==> src/rtl/board_pkg.sv <==
package board_pkg;

  typedef enum logic [1:0] {
    CELL_EMPTY = 2'b00,
    CELL_X     = 2'b01,
    CELL_O     = 2'b10
  } cell_t;

  typedef enum logic [1:0] {
    ST_START = 2'd0,
    ST_CHECK = 2'd1,
    ST_FILL  = 2'd2
  } ref_state_t;

  function automatic logic [1:0] mark_code(input logic is_o);
    return is_o ? CELL_O : CELL_X;
  endfunction

endpackage

==> src/rtl/cell_bank.sv <==
module cell_bank #(
  parameter int CELLS = 9,
  parameter int IDX_W = $clog2(CELLS)
) (
  input  logic                 clk,
  input  logic                 rst,
  input  logic                 clear,
  input  logic                 wr_en,
  input  logic [IDX_W-1:0]     wr_idx,
  input  logic [1:0]           wr_code,
  output logic [2*CELLS-1:0]   cells_q,
  output logic [2*CELLS-1:0]   cells_d
);

  // next board: clear wins over a write
  always_comb begin
    cells_d = cells_q;
    if (clear) begin
      cells_d = '0;
    end else if (wr_en) begin
      cells_d[2*wr_idx +: 2] = wr_code;
    end
  end

  always_ff @(posedge clk) begin
    if (rst) begin
      cells_q <= '0;
    end else begin
      cells_q <= cells_d;
    end
  end

  AST_WRITE_ONLY_EMPTY: assert property (@(posedge clk) disable iff (rst)
    (wr_en && !clear) |-> (cells_q[2*wr_idx +: 2] == 2'b00));

  AST_CLEAR_EMPTIES: assert property (@(posedge clk) disable iff (rst)
    clear |=> (cells_q == '0));

endmodule

==> src/rtl/line_judge.sv <==
module line_judge #(
  parameter int SIDE  = 3,
  parameter int CELLS = SIDE * SIDE
) (
  input  logic [2*CELLS-1:0] cells,
  output logic               x_line,
  output logic               o_line,
  output logic               all_full,
  output logic [CELLS-1:0]   hit_mask
);
  import board_pkg::*;

  localparam int LINES = 2 * SIDE + 2;

  // lines 0..SIDE-1 rows, SIDE..2*SIDE-1 columns, then main and anti diagonal
  function automatic logic [CELLS-1:0] line_cells(input int l);
    logic [CELLS-1:0] m;
    m = '0;
    for (int k = 0; k < SIDE; k++) begin
      if (l < SIDE)            m[l*SIDE + k] = 1'b1;
      else if (l < 2*SIDE)     m[k*SIDE + (l - SIDE)] = 1'b1;
      else if (l == 2*SIDE)    m[k*SIDE + k] = 1'b1;
      else                     m[k*SIDE + (SIDE - 1 - k)] = 1'b1;
    end
    return m;
  endfunction

  logic [LINES-1:0] x_hit;
  logic [LINES-1:0] o_hit;
  logic [CELLS-1:0] line_sel [LINES];

  for (genvar gl = 0; gl < LINES; gl++) begin : g_line
    localparam logic [CELLS-1:0] MASK = line_cells(gl);
    logic all_x, all_o;
    always_comb begin
      all_x = 1'b1;
      all_o = 1'b1;
      for (int c = 0; c < CELLS; c++) begin
        if (MASK[c]) begin
          if (cells[2*c +: 2] != CELL_X) all_x = 1'b0;
          if (cells[2*c +: 2] != CELL_O) all_o = 1'b0;
        end
      end
    end
    assign x_hit[gl]    = all_x;
    assign o_hit[gl]    = all_o;
    assign line_sel[gl] = MASK;
  end

  always_comb begin
    hit_mask = '0;
    for (int l = 0; l < LINES; l++) begin
      if (x_hit[l] || o_hit[l]) hit_mask = hit_mask | line_sel[l];
    end
  end

  always_comb begin
    all_full = 1'b1;
    for (int c = 0; c < CELLS; c++) begin
      if (cells[2*c +: 2] == CELL_EMPTY) all_full = 1'b0;
    end
  end

  assign x_line = |x_hit;
  assign o_line = |o_hit;

endmodule

==> src/rtl/move_ctrl.sv <==
module move_ctrl #(
  parameter int SIDE  = 3,
  parameter int CELLS = SIDE * SIDE,
  parameter int RC_W  = $clog2(SIDE),
  parameter int IDX_W = $clog2(CELLS)
) (
  input  logic                clk,
  input  logic                rst,
  input  logic                new_game,
  input  logic                req,
  input  logic                req_o,
  input  logic [RC_W-1:0]     req_row,
  input  logic [RC_W-1:0]     req_col,
  input  logic [2*CELLS-1:0]  cells_q,
  input  logic                x_line,
  input  logic                o_line,
  input  logic                full_next,
  output logic                wr_en,
  output logic [IDX_W-1:0]    wr_idx,
  output logic [1:0]          wr_code,
  output logic                done,
  output logic                dup_hit,
  output logic                board_full,
  output logic                x_won,
  output logic                o_won
);
  import board_pkg::*;

  ref_state_t      state;
  logic            req_q;
  logic            mark_q;
  logic [RC_W-1:0] row_q;
  logic [RC_W-1:0] col_q;
  logic            in_range;
  logic [IDX_W-1:0] idx;
  logic            taken;

  assign in_range = (int'(row_q) < SIDE) && (int'(col_q) < SIDE);
  assign idx      = in_range ? IDX_W'(int'(row_q) * SIDE + int'(col_q)) : '0;
  assign taken    = !in_range || (cells_q[2*idx +: 2] != CELL_EMPTY);

  assign wr_en   = (state == ST_FILL);
  assign wr_idx  = idx;
  assign wr_code = mark_code(mark_q);

  always_ff @(posedge clk) begin
    if (rst) begin
      state      <= ST_START;
      req_q      <= 1'b0;
      mark_q     <= 1'b0;
      row_q      <= '0;
      col_q      <= '0;
      done       <= 1'b0;
      dup_hit    <= 1'b0;
      board_full <= 1'b0;
      x_won      <= 1'b0;
      o_won      <= 1'b0;
    end else begin
      req_q      <= req;
      done       <= 1'b0;
      dup_hit    <= 1'b0;
      board_full <= 1'b0;
      x_won      <= 1'b0;
      o_won      <= 1'b0;
      if (new_game) begin
        state <= ST_START;
      end else begin
        case (state)
          ST_START: begin
            if (req && !req_q) begin
              mark_q <= req_o;
              row_q  <= req_row;
              col_q  <= req_col;
              state  <= ST_CHECK;
            end
          end
          ST_CHECK: begin
            if (taken) begin
              done    <= 1'b1;
              dup_hit <= 1'b1;
              state   <= ST_START;
            end else begin
              state <= ST_FILL;
            end
          end
          ST_FILL: begin
            done       <= 1'b1;
            board_full <= full_next;
            x_won      <= x_line;
            o_won      <= o_line;
            state      <= ST_START;
          end
          default: state <= ST_START;
        endcase
      end
    end
  end

  AST_DONE_SINGLE: assert property (@(posedge clk) disable iff (rst)
    done |=> !done);

  AST_FLAGS_NEED_DONE: assert property (@(posedge clk) disable iff (rst)
    (dup_hit || board_full || x_won || o_won) |-> done);

  AST_FILL_AFTER_CHECK: assert property (@(posedge clk) disable iff (rst)
    (state == ST_FILL) |-> ($past(state) == ST_CHECK));

endmodule

==> src/rtl/board_referee.sv <==
module board_referee #(
  parameter int SIDE  = 3,
  parameter int CELLS = SIDE * SIDE,
  parameter int RC_W  = $clog2(SIDE),
  parameter int IDX_W = $clog2(CELLS)
) (
  input  logic               clk,
  input  logic               rst,
  input  logic               new_game,
  input  logic               req,
  input  logic               req_o,
  input  logic [RC_W-1:0]    req_row,
  input  logic [RC_W-1:0]    req_col,
  output logic               done,
  output logic               dup_hit,
  output logic               board_full,
  output logic               x_won,
  output logic               o_won,
  output logic [CELLS-1:0]   win_cells,
  output logic [2*CELLS-1:0] board
);

  logic [2*CELLS-1:0] cells_q;
  logic [2*CELLS-1:0] cells_d;
  logic               wr_en;
  logic [IDX_W-1:0]   wr_idx;
  logic [1:0]         wr_code;
  logic               x_line, o_line, full_next;
  logic [CELLS-1:0]   hit_mask;

  cell_bank #(.CELLS(CELLS), .IDX_W(IDX_W)) i_cell_bank (
    .clk     (clk),
    .rst     (rst),
    .clear   (new_game),
    .wr_en   (wr_en),
    .wr_idx  (wr_idx),
    .wr_code (wr_code),
    .cells_q (cells_q),
    .cells_d (cells_d)
  );

  line_judge #(.SIDE(SIDE), .CELLS(CELLS)) i_line_judge (
    .cells    (cells_d),
    .x_line   (x_line),
    .o_line   (o_line),
    .all_full (full_next),
    .hit_mask (hit_mask)
  );

  move_ctrl #(.SIDE(SIDE), .CELLS(CELLS), .RC_W(RC_W), .IDX_W(IDX_W)) i_move_ctrl (
    .clk        (clk),
    .rst        (rst),
    .new_game   (new_game),
    .req        (req),
    .req_o      (req_o),
    .req_row    (req_row),
    .req_col    (req_col),
    .cells_q    (cells_q),
    .x_line     (x_line),
    .o_line     (o_line),
    .full_next  (full_next),
    .wr_en      (wr_en),
    .wr_idx     (wr_idx),
    .wr_code    (wr_code),
    .done       (done),
    .dup_hit    (dup_hit),
    .board_full (board_full),
    .x_won      (x_won),
    .o_won      (o_won)
  );

  // mask judged on the next board so it lands with the board update
  always_ff @(posedge clk) begin
    if (rst) begin
      win_cells <= '0;
    end else begin
      win_cells <= hit_mask;
    end
  end

  assign board = cells_q;

  AST_REPEAT_KEEPS_BOARD: assert property (@(posedge clk) disable iff (rst)
    dup_hit |-> $stable(board));

  AST_WIN_HAS_MASK: assert property (@(posedge clk) disable iff (rst)
    (x_won || o_won) |-> (win_cells != '0));

  AST_MASK_CLEARED: assert property (@(posedge clk) disable iff (rst)
    new_game |=> (win_cells == '0));

endmodule

==> config.mk <==
export PLATFORM = sky130hd
export DESIGN_NAME = board_referee
export DESIGN_NICKNAME = d
export VERILOG_FILES = /design/src/rtl/board_pkg.sv /design/src/rtl/cell_bank.sv /design/src/rtl/line_judge.sv /design/src/rtl/move_ctrl.sv /design/src/rtl/board_referee.sv
export SDC_FILE = /design/constraint.sdc
export NUM_CORES = 1
export LEC_CHECK = 0
export CAP_MARGIN = 20
export CORE_ASPECT_RATIO = 0.8
export CORE_MARGIN = 4
export CORE_UTILIZATION = 40
export CTS_BUF_LIST = sky130_fd_sc_hd__clkbuf_16
export DETAILED_ROUTE_END_ITERATION = 16
export HOLD_SLACK_MARGIN = 0.12
export SLEW_MARGIN = 20
export SYNTH_ARGS = -nofsm -noshare
export SYNTH_HDL_FRONTEND = slang
export SYNTH_SLANG_ARGS = --single-unit
==> constraint.sdc <==
create_clock -name clk -period 5 [get_ports clk]
set_input_delay 0.75 -clock clk [delete_from_list [all_inputs] [get_ports clk]]
set_output_delay 0.75 -clock clk [all_outputs]
set_load 0.05 [all_outputs]
Yosys cells after proc, flatten, opt, wreduce, memory -nomap -nowiden
Cells that the tools add are included.
{"block": "op_classes", "add_sub_neg": 2, "n_mul": 1, "div_mod_pow": 0, "order_cmp": 2, "n_eq_ne": 21, "shift": 3, "mux": 61, "bitwise_logic": 3, "reduce_logical": 31}
{"op": "$mux W1", "n": 44}
{"op": "$mux W18", "n": 2}
{"op": "$neg A5 Y34", "n": 1}
{"op": "$shift A2 B34 Y18 const A", "n": 1}
{"op": "$shiftx A2 B34 Y18", "n": 1}
{"op": "$mux W9", "n": 3}
{"op": "$logic_not A2 Y1", "n": 10}
{"op": "$ne A2 B1 Y1 const B", "n": 10}
{"op": "$bwmux W18", "n": 1}
{"op": "$ne A2 B2 Y1 const B", "n": 9}
{"op": "$shiftx A18 B6 Y2", "n": 1}
{"op": "$reduce_or A8 Y1", "n": 2}
{"op": "$mux W7", "n": 2}
{"op": "$reduce_or A11 Y1", "n": 1}
{"op": "$logic_or A1 B1 Y1", "n": 9}
{"op": "$mux W8", "n": 1}
{"op": "$mux W2", "n": 3}
{"op": "$mux W6", "n": 1}
{"op": "$reduce_or A3 Y1", "n": 2}
{"op": "$add A4 B3 Y4", "n": 1}
{"op": "$lt A2 B2 Y1 const B", "n": 2}
{"op": "$mul A2 B2 Y4 const B", "n": 1}
{"op": "$mux W4", "n": 1}
{"op": "$pmux W2 S2", "n": 1}
{"op": "other kinds (10)", "n": 14}
{"block": "word_totals", "regBits": 40, "latch_bits": 0, "ramBits": 0, "rom_bits": 0, "in_bits": 9, "output_inout_bits": 32, "wordCells": 136, "memories": 0}

Longest topological paths before layout
{"block": "logic_depth", "word_depth": 21, "depth_mapped": 15}

Hierarchy
From an unflattened synthesis, not the netlist that was laid out.
{"block": "hier_totals", "cells_unflattened": 304, "hier_area_um2": 2504.9}
{"mod": "cell_bank", "instances": 1, "cells_per_inst": 133, "area_each_um2": 1108.6, "seq_area_each_um2": 360.3}
{"mod": "move_ctrl", "instances": 1, "cells_per_inst": 83, "area_each_um2": 739.5, "seq_area_each_um2": 260.2}
{"mod": "line_judge", "instances": 1, "cells_per_inst": 70, "area_each_um2": 420.4, "seq_area_each_um2": 0.0}
{"mod": "board_referee", "instances": 1, "cells_per_inst": 18, "area_each_um2": 236.5, "seq_area_each_um2": 180.2}

Worst setup path after synthesis
Ideal clock, no wire load.
{"block": "synth_path", "kind": "flip-flop to flip-flop", "startpoint": "reg i_move_ctrl.col_q[1]", "endpoint": "reg win_cells[4]", "setup_ns": 0.139, "arrival_ns": 3.921, "t_required_ns": 4.861, "path_slack_ns": 0.940, "path_stages_with_launch": 16, "cell_sequence": "dfxtp_1 -> inv_1 -> fa_1 -> inv_1 -> ha_1 -> fa_1 -> or3_1 -> nand2_1 -> ha_1 -> and2_1 -> nand4_2 -> a211oi_4 -> mux2i_1 -> inv_1 -> a32oi_1 -> a41oi_1"}
{"block": "synth_via", "elab_chain_cells": 20}
{"element": "start, declared", "line_no": "move_ctrl.sv:33", "rtl": "logic [RC_W-1:0] col_q;"}
{"element": "start signal, assigned", "line_no": "move_ctrl.sv:73", "rtl": "col_q <= req_col;"}
{"element": "branches (longest 2 deep; another with $add A4 B3 Y4)"}
{"element": "$mux W4 (*)", "line_no": "move_ctrl.sv:39", "rtl": "assign idx = in_range ? IDX_W'(int'(row_q) * SIDE + int'(col_q)) : '0;"}
{"element": "$neg A5 Y34 (*)", "line_no": "cell_bank.sv:21", "rtl": "cells_d[2*wr_idx +: 2] = wr_code;"}
{"element": "$shiftx A2 B34 Y18 / $shift A2 B34 Y18 (equally long branches)", "line_no": "cell_bank.sv:21"}
{"element": "$bwmux W18 (*)", "line_no": "cell_bank.sv:21"}
{"element": "$mux W18 (*)", "line_no": "cell_bank.sv:20", "rtl": "end else if (wr_en) begin"}
{"element": "$mux W18 (*)", "line_no": "cell_bank.sv:18", "rtl": "if (clear) begin"}
{"element": "$ne A2 B1 Y1 / $ne A2 B2 Y1 (equally long branches)", "line_no": "line_judge.sv:40, line_judge.sv:41"}
{"element": "$mux W1 (on tied branches) (3 in a row)", "line_no": "line_judge.sv:40, line_judge.sv:41"}
{"element": "$logic_or A1 B1 Y1", "line_no": "line_judge.sv:53", "rtl": "if (x_hit[l] || o_hit[l]) hit_mask = hit_mask | line_sel[l];"}
{"element": "$mux W6", "line_no": "line_judge.sv:53"}
{"element": "$mux W9", "line_no": "line_judge.sv:53"}
{"element": "$mux W7", "line_no": "line_judge.sv:53"}
{"element": "$mux W8", "line_no": "line_judge.sv:53"}
{"element": "$mux W9 (2 in a row)", "line_no": "line_judge.sv:53"}
{"element": "$mux W7 (*)", "line_no": "line_judge.sv:53"}
{"element": "end signal, assigned", "line_no": "board_referee.sv:77", "rtl": "win_cells <= hit_mask;"}
{"element": "end, declared", "line_no": "board_referee.sv:19", "rtl": "output logic [CELLS-1:0] win_cells,"}
Every way passes the cells marked *.
A chain may end at the register's enable or synchronous reset.

Worst setup path after layout
Same ends and word-level chain as after synthesis.

==> summary.md <==
| Metric | Value |
|---|---|
| Status | `finished, final reports clean` |
| Seq/Total Area, Yosys | `30.9%` |
| Post-route cell area | `3210 sq um` |
| Unrepaired setup endpoints after global routing | `false` |
| Met2 Wirelength | `3160 um` |
| TritonCTS Buffers | `5` |
| Row cnt | `25` |
| Setup TNS | `0 ns` |
| Syn_area_per_cell | `8.29 sq um` |
| Area occupied by multi-input gates | `1670 sq um` |
| Buf+Inv Stages, Crit Path | `3` |
| Post-synth EDFFs | `0` |
| Hold_sp | `i_move_ctrl.state[1]` |
| Logic gate share of total power | `12.7%` |
| Port buffer count | `40` |
| Die width | `98.0 um` |
| Clk pwr share | `46.1%` |
| Sw power | `202 uW` |
| Core box area | `6100 sq um` |
| Vias | `2,528` |
| Worst setup path class | `reg -> reg` |
| CP max FO | `8` |
| Antenna diodes | `0` |
| Initial Utilization | `42.5%` |
| PostCTS Resize Cnt | `0` |
| Placed Instance Area | `3050 sq um` |
| Met1 WL | `3610 um` |
| Switching share of power | `25.5%` |
| Final setup violation count | `0` |
| Largest net degree at the start of global routing | `23` |
| Clock Latency Late Sink | `0.28 ns` |
| H-tree depth | `2` |
| FMAX | `222 MHz` |
| Global-route wire length before repair | `12,400 um` |
| Metal3 WL | `589 um` |
| Post-CTS setup buffers | `0` |
| Tcrit/Tclk final | `90.3%` |
| Ys Warns | `0` |
| Vias in the first global route | `2,337` |
| Nets@finish | `372` |
| Mapped Cells | `313` |
| Routed vias/inst | `5.85` |
| Clock-pin slew on the worst setup and hold paths | `0.06 ns` |
| CTS Sinks | `40` |
| Hpwl dp | `5710 um` |
| CP max-delay cell | `fa_1` |
| Register area | `801 sq um` |
| Grt total ovfl | `0` |
| Seq pwr share | `41.2%` |
| Fillers | `603` |
| Worst Path Arrival | `4.64 ns` |
| Max cap viols | `0` |
| Top Metal Used | `met4` |
| Seq cells post-synth | `40` |
| Starting DRC count in detailed routing | `191` |
| Routed Wire Length | `7510 um` |
| Crit path capture type | `register` |
| Drt pass-1 iters | `6` |
| Top cell by count, worst path | `inv_1` |
| Power Dens Cells | `246 nW/um^2` |
| Internal power | `589 uW` |
| ANT nets after route | `0` |
| Most frequent cells in the layout | `40 x dfxtp_1, 40 x clkdlybuf4s50_1, 30 x nor2_1, 28 x a21oi_1, 23 x nand2_1` |
| Number of library cell types mapped by synthesis | `64` |
| Final Hold Vio Count | `0` |
| Worst hold-check path type | `reg -> reg` |
| Post-synth top flop | `dfxtp_1` |
| CTS root buf | `clkbuf_16` |
| Reg-to-reg critical path endpoint | `win_cells[4]` |
| Mapped cell area | `2590 sq um` |
| Static Leakage | `0.00105 uW` |
| Avg WL per Cell | `17.4 um` |
| R2r startpoint | `i_move_ctrl.col_q[1]` |
| Die H | `80.0 um` |
| Peak supply drop | `0.155 mV` |
| Hold Path Stages | `2` |
| Max clock buf depth | `2` |
| CP delay by family, top | `adder cells` |
| Syn_nets | `335` |
| Die area | `7840 sq um` |
| Crit path largest cell delay | `0.56 ns` |
| Slew Viols, Final | `0` |
| Cts hold-fix bufs | `0` |
| Register-to-Register Setup Slack | `0.49 ns` |
| Top Ports | `41` |
| CTS tree | `done` |
| Worst relative slew slack | `32.4%` |
| Fin crit period | `4.51 ns` |
| Area growth syn-to-layout | `23.9%` |
| Number of cells on the worst reg-to-reg path | `15` |
| GRT Util Overall | `20.0%` |
| FFs w/ async S/R, synth | `0%` |
| Clock skew | `0.00518 ns` |
| Residual DRC count | `0` |
| Worst Hold End | `i_move_ctrl.state[1]` |
| Routability Congestion | `0.932` |
| Startpoint Class | `register` |
| Crit-path cells | `inv_1 > fa_1 > inv_1 > ha_1 > fa_1 > or3_1 > nand2_1 > ha_1 > and2_1 > nand4_2 > a211oi_4 > mux2i_1 > inv_1 > a32oi_1 > a41oi_1` |
| Initial antenna violation count | `0` |
| Layout cell share with drive strength beyond 1 | `8.55%` |
| Actual slew at the worst max-slew pin | `1.01 ns` |
| Critical path required time | `5.13 ns` |
==> synthesized netlist by cell type, types with 2 or more instances <==
| cell | instances | share of area, % |
|---|---|---|
| mux2_2 | 3 | 1.3 |
| a22oi_1 | 2 | 0.58 |
| clkbuf_1 | 8 | 1.2 |
| or2_2 | 2 | 0.48 |
| nor4_1 | 7 | 1.7 |
| a21oi_1 | 28 | 5.4 |
| or2_1 | 2 | 0.48 |
| o31ai_1 | 3 | 0.87 |
| o2111ai_1 | 2 | 0.68 |
| nor3_4 | 2 | 1.3 |
| nor2b_1 | 5 | 1.2 |
| o311ai_0 | 4 | 1.4 |
| buf_6 | 2 | 0.87 |
| nor3_2 | 2 | 0.77 |
| o311a_1 | 3 | 1.2 |
| nand2_1 | 23 | 3.3 |
| inv_1 | 16 | 2.3 |
| ha_1 | 11 | 5.3 |
| nor2_1 | 30 | 4.3 |
| o21ai_0 | 6 | 1.2 |
| nand3b_1 | 3 | 0.87 |
| nand2b_1 | 7 | 1.7 |
| and2_1 | 3 | 0.72 |
| nand4_1 | 4 | 0.96 |
| nor4b_1 | 3 | 1.0 |
| a31oi_1 | 5 | 1.2 |
| dfxtp_1 | 40 | 31 |
| o221ai_1 | 2 | 0.68 |
| o22ai_1 | 3 | 0.72 |
| fa_1 | 2 | 1.5 |
| nor2_2 | 2 | 0.48 |
| nand3_1 | 10 | 1.9 |
| nor3_1 | 14 | 2.7 |
| nor3b_1 | 5 | 1.4 |
| a21o_1 | 4 | 1.2 |
| mux2i_1 | 13 | 5.0 |
| a211oi_2 | 3 | 1.4 |
| or3_1 | 3 | 0.72 |
==> cell families after synthesis <==
group,count (synthesis),share of synthesized area (%)
adders and majority gates,13,6.85
DFF,40,30.9
muxes,16,6.32
buffers and inverters,29,4.92
and+or+nand+nor,131,27.5
AOI/OAI and AO/OA,84,23.5
==> state kept, by name, summed over array words and instances (netlist names) <==
name	count
i_cell_bank.cells_q	18
i_move_ctrl.board_full	1
i_move_ctrl.col_q	2
i_move_ctrl.done	1
i_move_ctrl.dup_hit	1
i_move_ctrl.mark_q	1
i_move_ctrl.o_won	1
i_move_ctrl.req_q	1
i_move_ctrl.row_q	2
i_move_ctrl.state	2
i_move_ctrl.x_won	1
win_cells	9
==> worst max path at each step <==
stage | to | slack [ns] | start | cells after the start
4_1_cts | win_cells[4] | 0.49 | i_move_ctrl.col_q[1] | 15
3_5_place_dp | win_cells[4] | 0.52 | i_move_ctrl.col_q[1] | 15
3_3_place_gp | win_cells[4] | 0.64 | i_move_ctrl.col_q[1] | 15
2_1_floorplan | win_cells[4] | 0.94 | i_move_ctrl.col_q[1] | 15
6_report | win_cells[4] | 0.49 | i_move_ctrl.col_q[1] | 15
5_1_grt | win_cells[4] | 0.20 | i_move_ctrl.col_q[1] | 15
==> worst min-delay path, delay by kind of cell (launching register included) <==
kind	cells	cell delay, ns
DFF	1	0.33
and+or+nand+nor	1	0.07
AOI/OAI and AO/OA	1	0.06
==> routing by layer <==
layer | GRT usage [%] | up-vias
met5 | 0 | -
met4 | 6.09 | 0
met3 | 5.33 | 15
met2 | 29.3 | 101
met1 | 28.4 | 1171
li1 | - | 1241
==> stage by stage <==
| step | power, uW | util [%] | hold slack (ns) | std cells | worst slack, ns |
|---|---|---|---|---|---|
| floorplan | 409 | - | 0.465 | 313 | 0.940 |
| detailed placement | 431 | 49.9 | 0.496 | 424 | 0.522 |
| global route | 830 | 52.7 | 0.537 | 432 | 0.203 |
| finish | 791 | 52.7 | 0.510 | 432 | 0.487 |
| global placement | 432 | 49.9 | 0.488 | 424 | 0.643 |
| CTS | 798 | 52.7 | 0.507 | 432 | 0.493 |
==> power groups by stage <==
stage          Sequential, uW  Clock, uW  Combinational [uW]
2_1_floorplan             331          0                77.5
3_3_place_gp              333          0                99.0
3_5_place_dp              333          0                97.9
4_1_cts                   326        374                98.2
5_1_grt                   326        394                 110
6_report                  326        365                 100
==> final cells by class <==
type                       instances  share of cell area [%]
tap                               81                    3.15
sequential                        40                    24.9
timing repair buffer              42                    12.9
inverter                          17                    1.99
clock buffer                       5                    3.89
clock inverter                     3                    1.32
multi-input combinational        244                    51.8
Power figures use the tool's default switching activity.
